$ cat src/rtl/cam_pkg.sv
package cam_pkg;
  function automatic int unsigned addr_bits(input int unsigned n);
    return (n < 2) ? 1 : $clog2(n);
  endfunction
endpackage

$ cat src/rtl/cam_prio_pick.sv
module cam_prio_pick #(
  parameter int DEPTH = 16,
  parameter bit LOW_FIRST = 1'b1,
  localparam int AW = cam_pkg::addr_bits(DEPTH)
) (
  input  logic [DEPTH-1:0] req,
  output logic [DEPTH-1:0] sel_oh,
  output logic [AW-1:0]    sel_addr,
  output logic             sel_any
);
  // last assignment in the scan wins, so scan toward the favoured end
  always_comb begin
    sel_oh   = '0;
    sel_addr = '0;
    sel_any  = 1'b0;
    for (int i = 0; i < DEPTH; i++) begin
      if (LOW_FIRST) begin
        if (req[DEPTH-1-i]) begin
          sel_oh             = '0;
          sel_oh[DEPTH-1-i]  = 1'b1;
          sel_addr           = AW'(DEPTH-1-i);
          sel_any            = 1'b1;
        end
      end else begin
        if (req[i]) begin
          sel_oh    = '0;
          sel_oh[i] = 1'b1;
          sel_addr  = AW'(i);
          sel_any   = 1'b1;
        end
      end
    end
  end
endmodule

$ cat src/rtl/cam_store.sv
module cam_store #(
  parameter int DATA_W = 16,
  parameter int DEPTH = 16,
  localparam int AW = cam_pkg::addr_bits(DEPTH)
) (
  input  logic              clk,
  input  logic              rst,
  input  logic              wr_en,
  input  logic              wr_clear,
  input  logic [AW-1:0]     wr_addr,
  input  logic [DATA_W-1:0] wr_data,
  input  logic [DATA_W-1:0] key,
  output logic [DEPTH-1:0]  hit_vec
);
  logic [DATA_W-1:0] words [DEPTH];
  logic [DEPTH-1:0]  vld;

  always_ff @(posedge clk) begin
    if (rst) vld <= '0;
    else if (wr_en) vld[wr_addr] <= ~wr_clear;
  end

  always_ff @(posedge clk) begin
    if (wr_en && !wr_clear) words[wr_addr] <= wr_data;
  end

  for (genvar g = 0; g < DEPTH; g++) begin : g_cmp
    assign hit_vec[g] = vld[g] && (words[g] == key);
  end

  // a store leaves the entry valid
  a_r2_store_valid: assert property (@(posedge clk) disable iff (rst)
    (wr_en && !wr_clear) |=> vld[$past(wr_addr)]);
  // a cleared entry cannot match
  a_r3_clear_nomatch: assert property (@(posedge clk) disable iff (rst)
    (wr_en && wr_clear) |=> !hit_vec[$past(wr_addr)]);
endmodule

$ cat src/rtl/cam_stream.sv
module cam_stream #(
  parameter int DEPTH = 16,
  parameter bit LOW_FIRST = 1'b1,
  localparam int AW = cam_pkg::addr_bits(DEPTH)
) (
  input  logic             clk,
  input  logic             rst,
  input  logic             load,
  input  logic [DEPTH-1:0] load_vec,
  output logic             busy,
  output logic             s_valid,
  output logic [AW-1:0]    s_addr,
  output logic             s_done
);
  logic [DEPTH-1:0] pend;
  logic             act;
  logic [DEPTH-1:0] p_oh;
  logic [AW-1:0]    p_addr;
  logic             p_any;
  logic [DEPTH-1:0] pend_rest;

  cam_prio_pick #(.DEPTH(DEPTH), .LOW_FIRST(LOW_FIRST)) u_pick (
    .req(pend), .sel_oh(p_oh), .sel_addr(p_addr), .sel_any(p_any));

  assign pend_rest = pend & ~p_oh;
  assign busy      = load | act;

  always_ff @(posedge clk) begin
    if (rst) begin
      pend <= '0; act <= 1'b0;
      s_valid <= 1'b0; s_addr <= '0; s_done <= 1'b0;
    end else begin
      s_valid <= 1'b0;
      s_addr  <= '0;
      s_done  <= 1'b0;
      if (load) begin
        pend <= load_vec;
        act  <= 1'b1;
      end else if (act) begin
        s_valid <= p_any;
        s_addr  <= p_addr;
        pend    <= pend_rest;
        if (pend_rest == '0) begin
          s_done <= 1'b1;
          act    <= 1'b0;
        end
      end
    end
  end

  // nothing follows the closing pulse directly
  a_r9_gap_after_done: assert property (@(posedge clk) disable iff (rst)
    s_done |=> !s_valid);
  // a new snapshot only arrives when idle
  a_r11_load_when_idle: assert property (@(posedge clk) disable iff (rst)
    load |-> !act);
endmodule

$ cat src/rtl/prio_cam.sv
module prio_cam #(
  parameter int DATA_W = 16,
  parameter int DEPTH = 16,
  parameter bit LOW_FIRST = 1'b1,
  parameter bit MULTI = 1'b1,
  localparam int AW = cam_pkg::addr_bits(DEPTH)
) (
  input  logic              clk,
  input  logic              rst,
  input  logic              wr_en,
  input  logic              wr_clear,
  input  logic [AW-1:0]     wr_addr,
  input  logic [DATA_W-1:0] wr_data,
  input  logic              srch_valid,
  input  logic [DATA_W-1:0] srch_key,
  output logic              srch_ready,
  output logic              res_valid,
  output logic              res_hit,
  output logic [DEPTH-1:0]  res_onehot,
  output logic [AW-1:0]     res_addr,
  output logic              strm_valid,
  output logic [AW-1:0]     strm_addr,
  output logic              strm_done
);
  logic [DEPTH-1:0] hit_vec;
  logic [DEPTH-1:0] win_oh;
  logic [AW-1:0]    win_addr;
  logic             win_any;
  logic             accept;
  logic             go_q;
  logic [DEPTH-1:0] vec_q;
  logic             strm_busy;

  cam_store #(.DATA_W(DATA_W), .DEPTH(DEPTH)) u_store (
    .clk(clk), .rst(rst), .wr_en(wr_en), .wr_clear(wr_clear),
    .wr_addr(wr_addr), .wr_data(wr_data), .key(srch_key), .hit_vec(hit_vec));

  cam_prio_pick #(.DEPTH(DEPTH), .LOW_FIRST(LOW_FIRST)) u_pick (
    .req(hit_vec), .sel_oh(win_oh), .sel_addr(win_addr), .sel_any(win_any));

  assign srch_ready = ~strm_busy;
  assign accept     = srch_valid & srch_ready;

  always_ff @(posedge clk) begin
    if (rst) begin
      res_valid <= 1'b0; res_hit <= 1'b0;
      res_onehot <= '0; res_addr <= '0;
      go_q <= 1'b0; vec_q <= '0;
    end else begin
      res_valid  <= accept;
      res_hit    <= accept & win_any;
      res_onehot <= accept ? win_oh : '0;
      res_addr   <= accept ? win_addr : '0;
      go_q       <= accept & MULTI;
      vec_q      <= accept ? hit_vec : '0;
    end
  end

  if (MULTI) begin : g_stream
    cam_stream #(.DEPTH(DEPTH), .LOW_FIRST(LOW_FIRST)) u_stream (
      .clk(clk), .rst(rst), .load(go_q), .load_vec(vec_q), .busy(strm_busy),
      .s_valid(strm_valid), .s_addr(strm_addr), .s_done(strm_done));
  end else begin : g_single
    assign strm_busy  = 1'b0;
    assign strm_valid = 1'b0;
    assign strm_addr  = '0;
    assign strm_done  = 1'b0;
  end

  // at most one winner bit
  a_r6_onehot: assert property (@(posedge clk) disable iff (rst)
    $onehot0(res_onehot));
  // the one-hot bit sits at the binary address
  a_r6_agree: assert property (@(posedge clk) disable iff (rst)
    res_hit |-> res_onehot[res_addr]);
  // a miss leaves the result fields at zero
  a_r3_miss_zero: assert property (@(posedge clk) disable iff (rst)
    !res_hit |-> (res_addr == '0 && res_onehot == '0));
  // a refused search yields no result
  a_r11_refused: assert property (@(posedge clk) disable iff (rst)
    !srch_ready |=> !res_valid);
endmodule

$ cat config.mk
export PLATFORM = sky130hd
export DESIGN_NAME = prio_cam
export DESIGN_NICKNAME = d
export VERILOG_FILES = /design/src/rtl/cam_pkg.sv /design/src/rtl/cam_prio_pick.sv /design/src/rtl/cam_store.sv /design/src/rtl/cam_stream.sv /design/src/rtl/prio_cam.sv
export SDC_FILE = /design/constraint.sdc
export NUM_CORES = 1
export LEC_CHECK = 0
export ABC_CLOCK_PERIOD_IN_PS = 2450
export BUFFER_PORTS_ARGS = -buffer_cell sky130_fd_sc_hd__buf_2
export CORE_MARGIN = 2
export CORE_UTILIZATION = 30
export CTS_CLUSTER_SIZE = 14
export DETAILED_ROUTE_END_ITERATION = 7
export MAX_ROUTING_LAYER = met4
export SLEW_MARGIN = 20
export SYNTH_ARGS = -nofsm -noshare
export SYNTH_HDL_FRONTEND = slang
export SYNTH_SLANG_ARGS = --single-unit
export TNS_END_PERCENT = 5
$ cat constraint.sdc
create_clock -name clk -period 2.45 [get_ports clk]
set_input_delay 0.1225 -clock clk [delete_from_list [all_inputs] [get_ports clk]]
set_output_delay 0.1225 -clock clk [all_outputs]
set_load 0.05 [all_outputs]
==> summary.md, run 1 <==
| Metric | Value |
|---|---|
| Max Cap Violations | 0 |
| EDFF count, synth | 256 |
| Wire per inst | roughly 20 um |
| IO Pins | 70 |
| Die area | 48000 um^2 |
| Dpl hpwl | 23400 um |
| Starting DRT DRC Count | about 860 |
| Setup Fix Bufs, Post-CTS | 0 |
| Vias | around 8400 |
| FMAX | 438 MHz |
| Power Dens Cells | roughly 740 nW/um^2 |
| R2R Setup Slk | 0.16 ns |
| Starting Density | 30.5% |
| Type of origin of the critical path | flop |
| Global Route met3 Usage | 2.41% |
| FILL cells | ~4400 |
| Worst-margin pin slew | 0.643 ns |
| Setup Skew | around 0.027 ns |
| Crit path from | u_store.words[12][7] |
| GPL Wtd Cong | 0.845 |
| Clk slew on worst S/H paths | 0.06 ns |
| Critical path type | flop to flop |
| CTS max path bufs | 3 |
| Reg2Reg Depth | 9 |
| GR Overflow Total | 0 |
| Unrepaired setup endpoints after global routing | no |
| CP Capture Point | res_addr[0] |
| Via/cell ratio | 4.70 |
| TritonCTS Sinks | 332 |
| Commonest register cell after synthesis | edfxtp_1 |
| Synthesized instance count | 1013 |
| Final hold viol count | 0 |
| Pleak | ~5.4 nW |
| CTS buffer count | 35 |
| Setup violations, final | 0 |
| First-pass GRT wire length | 53200 um |
| Routed WL | between 30000 and 40000 um |
| Fin. max-slew vios | 0 |
| Height of the die | 219 um |
| R2R Path Start | u_store.words[12][7] |
| Req. time, crit path | 2.84 ns |
| Crit path setup slack, layout | between 0.15 and 0.2 ns |
| Port bufs | 69 |
| Yosys warning total | 0 |
| Avg Inst Size Synth | roughly 14 um^2 |
| Root Driver | clkbuf_16 |
| Status | completed |
| Skew-Pair Late Insertion Delay | 0.53 ns |
| Area grow syn2layout | 18.2% |
| Multi-input gate area | about 4200 um^2 |
| Die W | 219 um |
| FF/Latch Area | 9210 um^2 |
| Critical Path Sink Type | flop |
| Residual DRC | 0 |
| Layout Nets | 1194 |
| Final cell count without fillers | 1780 |
| Placed instance count | between 1500 and 2000 |
| Drt first pass iters | 5 |
| Place WS | -0.0396 ns |
| Row count | 78 |
| Vias in the first global route | around 8000 |
| Antenna violations before repair | 0 |
| Crit path max fanout | 2 |
| Met2 Resource Use GR | 24.4% |
| Gr busiest metal | met2 |
| Maximum number of pins on one net before global-route repair | 36 |
| Syn nets | approximately 1100 |
| Core area | 45500 um^2 |
| Period utilization | slightly above 90% |
| Synth Register Bits | 332 |
| Hold Path Class | input pin to flop |
| Slew Limit Headroom | 57.1% |
| H-tree depth | 2 |
| Share of the yosys chip area belonging to registers | 66.3% |
| RR Endpoint | res_addr[0] |
| GRT Util Overall | 15.6% |
| Yosys cell types | just over 50 |
| Layout Utilization | 36.1% |
| Min Tclk post-route | 2.29 ns |
| CTS tree | built |
| Ys async rst share | 0% |
| Critical path arrival | 2.68 ns |
| Share of cells above drive strength 1 | 18.4% |
| VDD IR max | 0.000512 V |
| Grt met1 use | 21.6% |
| Final antenna-violating net count | 0 |
| Synth Cell Area | 13900 um^2 |
sequential cells by signal, indices dropped and copies added, names as in the netlist:
name / cells
g_stream.u_stream.s_done: 1
res_hit: 1
go_q: 1
g_stream.u_stream.s_valid: 1
g_stream.u_stream.act: 1
g_stream.u_stream.s_addr: 4
g_stream.u_stream.pend: 16
res_addr: 4
vec_q: 16
u_store.vld: 16
u_store.words: 256
res_onehot: 15
cell usage after synthesis (2+ instances only):
cell	number	area (um^2)
nor3b_1	3	22.5
buf_6	21	236
o21ai_0	8	40.0
clkbuf_1	13	48.8
o31ai_1	2	15.0
nor4_2	5	62.6
dfxtp_1	76	1520
or4_1	2	15.0
a31oi_1	2	12.5
a21oi_1	45	225
o32ai_1	2	17.5
nor4_1	20	125
nand3b_1	2	15.0
nor3_1	12	60.1
nand2_1	35	131
nand3_2	3	30.0
o211ai_1	2	15.0
buf_4	9	67.6
maj3_1	3	30.0
and3_1	5	31.3
buf_8	2	30.0
or3_1	4	25.0
nand3_1	33	165
nor3_2	2	20.0
nor2_1	98	368
and3b_1	3	26.3
a21boi_1	2	15.0
o21bai_1	4	30.0
xor2_1	39	342
xnor2_1	217	1900
edfxtp_1	256	7690
inv_1	11	41.3
and2_1	5	31.3
nor4b_1	2	17.5
nand4_1	44	275
nor4_4	2	42.5
nor2b_1	3	18.8
nor2_2	3	18.8
layout make-up:
type	count	share of cell area (%)
sequential	332	56.1
multi-input combinational	622	25.8
timing repair buffer	150	6.31
clock buffer	45	5.81
tap	600	4.57
clock inverter	17	1.11
inverter	12	0.274
antenna	2	0.0305
repair_timing:
item / in CTS / in global routing
hold buffers: 3 / 0
setup endpoints to repair: 0 / 4
resized for setup: 0 / 2
hold endpoints to repair: 7 / 0
critical path: stages, from the launching register on:
cell,delay [ns]
edfxtp_1,0.37
xnor2_1,0.24
nand4_1,0.17
nor4_2,0.34
nand3_1,0.18
a21boi_1,0.18
o21ai_1,0.13
a21oi_1,0.09
o41ai_1,0.31
a21oi_1,0.13
logic make-up (layout without fill, tap and decap cells):
group / count (synthesis) / count (layout) / share of synthesized area, %
flops: 332 / 332 / 66.3
simple gates: 288 / 288 / 10.9
xor+xnor: 256 / 256 / 16.2
compound gates: 75 / 75 / 3.14
buf+inv: 59 / 224 / 3.25
fa+ha+maj: 3 / 3 / 0.216
other cells: 0 / 2 / 0
layer usage:
| layer | vias up | share of wire [%] |
|---|---|---|
| met5 | - | 0 |
| met4 | 0 | 1.6 |
| met3 | 51 | 6.2 |
| met2 | 296 | 46 |
| met1 | 4129 | 46 |
| li1 | 3890 | - |
layout by cell type (no fill, tap or decap), drive strengths merged, types with 3 or more instances in the layout:
master       count
buf            147
o21ai            9
inv             13
maj3             3
nand4           44
dlygate4sd3      3
nand2           35
nor2b            3
a21boi           3
bufinv           3
nand3           36
xnor2          217
and3             5
xor2            39
nor2           101
clkinv          13
clkbuf          45
a21oi           45
nor3            14
nor4            27
o21bai           4
and2             5
nor3b            3
and3b            3
edfxtp         256
or3              4
dfxtp           76
worst min path at each step:
stage / from / endpoint / slack [ns] / cells past startpoint
finish: wr_addr[3] / u_store.vld[14] / 0.04 / 4
global placement: vec_q[8] / g_stream.u_stream.pend[8] / 0.44 / 2
CTS: wr_addr[3] / u_store.vld[14] / 0.01 / 4
floorplan: wr_data[0] / u_store.words[0][0] / 0.22 / 0
detailed placement: vec_q[1] / g_stream.u_stream.pend[1] / 0.45 / 2
global route: wr_data[8] / u_store.words[14][8] / 0.04 / 1
through the flow:
stage          hold slack (ns)  total power [W]  TNS [ns]  area [um^2]
6_report                0.0391           0.0121         0        16400
5_1_grt                 0.0350           0.0125         0        16400
4_1_cts                 0.0107           0.0122         0        16400
3_5_place_dp             0.447          0.00698    -0.136        15200
3_3_place_gp             0.443          0.00697   -0.0101        15200
2_1_floorplan            0.221          0.00669         0        13900
where the power goes:
| group | internal (W) | total (W) | switching, W |
|---|---|---|---|
| logic | 0.000258 | 0.000714 | 0.000456 |
| registers | 0.00611 | 0.00614 | 0.0000241 |
| clock network | 0.00308 | 0.00524 | 0.00216 |
| total | 0.00945 | 0.0121 | 0.00264 |
Note: power is estimated with default switching activity, not from simulation.
==> run 2, diff against run 1 <==
--- a/config.mk
+++ b/config.mk
@@ -6,11 +6,11 @@
 export NUM_CORES = 1
 export LEC_CHECK = 0
 export ABC_CLOCK_PERIOD_IN_PS = 2450
-export BUFFER_PORTS_ARGS = -buffer_cell sky130_fd_sc_hd__buf_2
 export CORE_MARGIN = 2
 export CORE_UTILIZATION = 30
 export CTS_CLUSTER_SIZE = 14
 export DETAILED_ROUTE_END_ITERATION = 7
+export DONT_BUFFER_PORTS = 1
 export MAX_ROUTING_LAYER = met4
 export SLEW_MARGIN = 20
 export SYNTH_ARGS = -nofsm -noshare
==> run 2 against run 1 <==
Against the previous run: the run now ends with hold timing left; register-to-register slack better by 0.04 ns; total power shrank 1.7%; global-route usage up 0.70 points; maximum frequency up 1.6%; via count down 1.6%; count of clock-buffer cells in the layout up 8.
==> summary.md, run 2 (synthesis gave the netlist of run 1 again) <==
| Metric | Value |
|---|---|
| Core area | 45500 um^2 |
| Placed instance count | 1595 |
| Largest register FFs | 256 |
| Logic gate share of total power | 4.6% |
| Dpl hpwl | about 22000 um |
| Maximum number of pins on one net before global-route repair | 36 |
| Psw | ~0.0025 W |
| Die area | 48000 um^2 |
| Clk network pwr share | between 40% and 50% |
| CTS tree | built |
| CTS buffer count | 34 |
| Status | complete, but fails checks |
| Most frequent cells in the layout | edfxtp_1 (256), xnor2_1 (217), nor2_1 (98) |
| Reg2Reg Depth | 8 |
| Port bufs | 0 |
| Wire per inst | around 23 um |
| Drt first pass iters | 5 |
| Failing checks | hold timing |
| Setup Fix Bufs, Post-CTS | 0 |
| Height of the die | between 200 and 250 um |
| VDD IR max | 0.000414 V |
| Root Driver | clkbuf_16 |
| Fin. max-slew vios | 0 |
| Critical path arrival | 2.64 ns |
| Via/cell ratio | 4.86 |
| Row count | between 70 and 80 |
| Hold Path Class | input pin to flop |
| CTS max path bufs | 3 |
| Pleak | about 5.0 nW |
| Share of cells above drive strength 1 | 9.53% |
| R2R Path Start | u_store.words[5][9] |
| WHS Path Cells | 3 |
| Crit path max fanout | 4 |
| Sequential power share | between 50 and 60% |
| Antenna violations before repair | 2 |
| Clk slew on worst S/H paths | 0.06 ns |
| Final antenna-violating net count | 0 |
| Final cell count without fillers | 1693 |
| Type of origin of the critical path | flop |
| R2R Setup Slk | 0.20 ns |
| Vias | 8233 |
| Slew Limit Headroom | 23.5% |
| Residual DRC | 0 |
| RR Endpoint | res_onehot[15] |
| Skew-Pair Late Insertion Delay | 0.52 ns |
| Vias in the first global route | 8107 |
| FMAX | 444 MHz |
| Total negative slack | 0 ns |
| Worst hold start | srch_key[13] |
| GR Overflow Total | 0 |
| Critical Path Sink Type | flop |
| Pint | 0.00942 W |
| Sw frac | between 20% and 30% |
| Layout Nets | 1107 |
| Starting DRT DRC Count | between 700 and 800 |
| Worst hold path endpoint | vec_q[5] |
| Die W | 219 um |
| First-pass GRT wire length | 54800 um |
| Power Dens Cells | 744 nW/um^2 |
| Unrepaired setup endpoints after global routing | yes |
| Biggest register | u_store.words |
| Setup violations, final | 0 |
| Final hold viol count | 1 |
| Min Tclk post-route | 2.25 ns |
| Worst-margin pin slew | 1.14 ns |
| Starting Density | 30.5% |
| H-tree depth | 2 |
| Area grow syn2layout | 15.1% |
| Period utilization | 91.9% |
| Critical path type | flop to flop |
| Setup Skew | 0.0150 ns |
| IO Pins | 70 |
| GPL Wtd Cong | 0.824 |
| Final hold slack | -0.0127 ns |
| Leading cell type in the layout, fill and taps excluded | edfxtp_1 |
| GRT Util Overall | 16.3% |
| Req. time, crit path | 2.84 ns |
| Routed WL | 38100 um |
| Max Cap Violations | 0 |
| TritonCTS Sinks | 332 |
==> run 2: per-layer routing <==
metal | GRT usage, % | wire length [um] | up-vias
met5 | - | 0 | -
met4 | 4.10 | 871 | 0
met3 | 3.77 | 2900 | 59
met2 | 25.2 | 17300 | 302
met1 | 21.8 | 17000 | 4167
li1 | - | - | 3705
==> run 2: area by class of cell <==
class / instances / area [um^2]
clock inverters: 8 / 100
fillers: 4479 / 29500
well taps: 600 / 751
flip-flops and latches: 332 / 9210
multi-input cells: 622 / 4250
inverters: 12 / 45.0
clock buffers: 53 / 1010
diodes: 2 / 5.00
repair buffers: 64 / 598
==> run 2: worst max path at each step <==
stage                   startpoint        endpoint  depth (start not counted)
2_1_floorplan                 go_q   res_onehot[7]                          7
3_3_place_gp   u_store.words[1][7]   res_onehot[7]                          9
3_5_place_dp   u_store.words[1][4]   res_onehot[7]                          9
4_1_cts        u_store.words[1][4]   res_onehot[7]                          9
5_1_grt        u_store.words[4][7]  res_onehot[15]                          8
6_report       u_store.words[5][9]  res_onehot[15]                          8
==> run 2: repair_timing <==
| action | 4_1_cts | 5_1_grt |
|---|---|---|
| hold buffers | 32 | 3 |
| gates resized for setup | 0 | 6 |
| endpoints found under the setup margin | 0 | 11 |
| endpoints found under the hold margin | 308 | 4 |
==> run 2: stage by stage <==
step                instance area (um^2)  power, W  worst slack, ns  utilization [%]  hold WS, ns
finish                             16000    0.0119            0.200             35.1      -0.0127
global route                       16000    0.0123         -0.00278             35.1      0.00264
CTS                                15900    0.0120           0.0577             35.0      0.00300
detailed placement                 14400   0.00661           0.0813             31.8        0.202
global placement                   14400   0.00660           0.0870             31.8        0.199
floorplan                          13900   0.00669            0.475                -        0.221
==> run 2: worst max-delay path: stages (launching register included) <==
cell,delay (ns)
edfxtp_1,0.39
xnor2_1,0.17
nand4_1,0.14
nor4_1,0.52
nand3_2,0.32
nand2_1,0.21
nor2_1,0.10
nand3_1,0.19
nor4b_1,0.08
==> run 2: power groups by stage <==
stage | clock, W | sequential [W] | combinational [W]
finish | 0.00521 | 0.00614 | 0.000542
global route | 0.00554 | 0.00614 | 0.000582
CTS | 0.00529 | 0.00614 | 0.000538
detailed placement | 0 | 0.00626 | 0.000351
global placement | 0 | 0.00626 | 0.000346
floorplan | 0 | 0.00626 | 0.000432
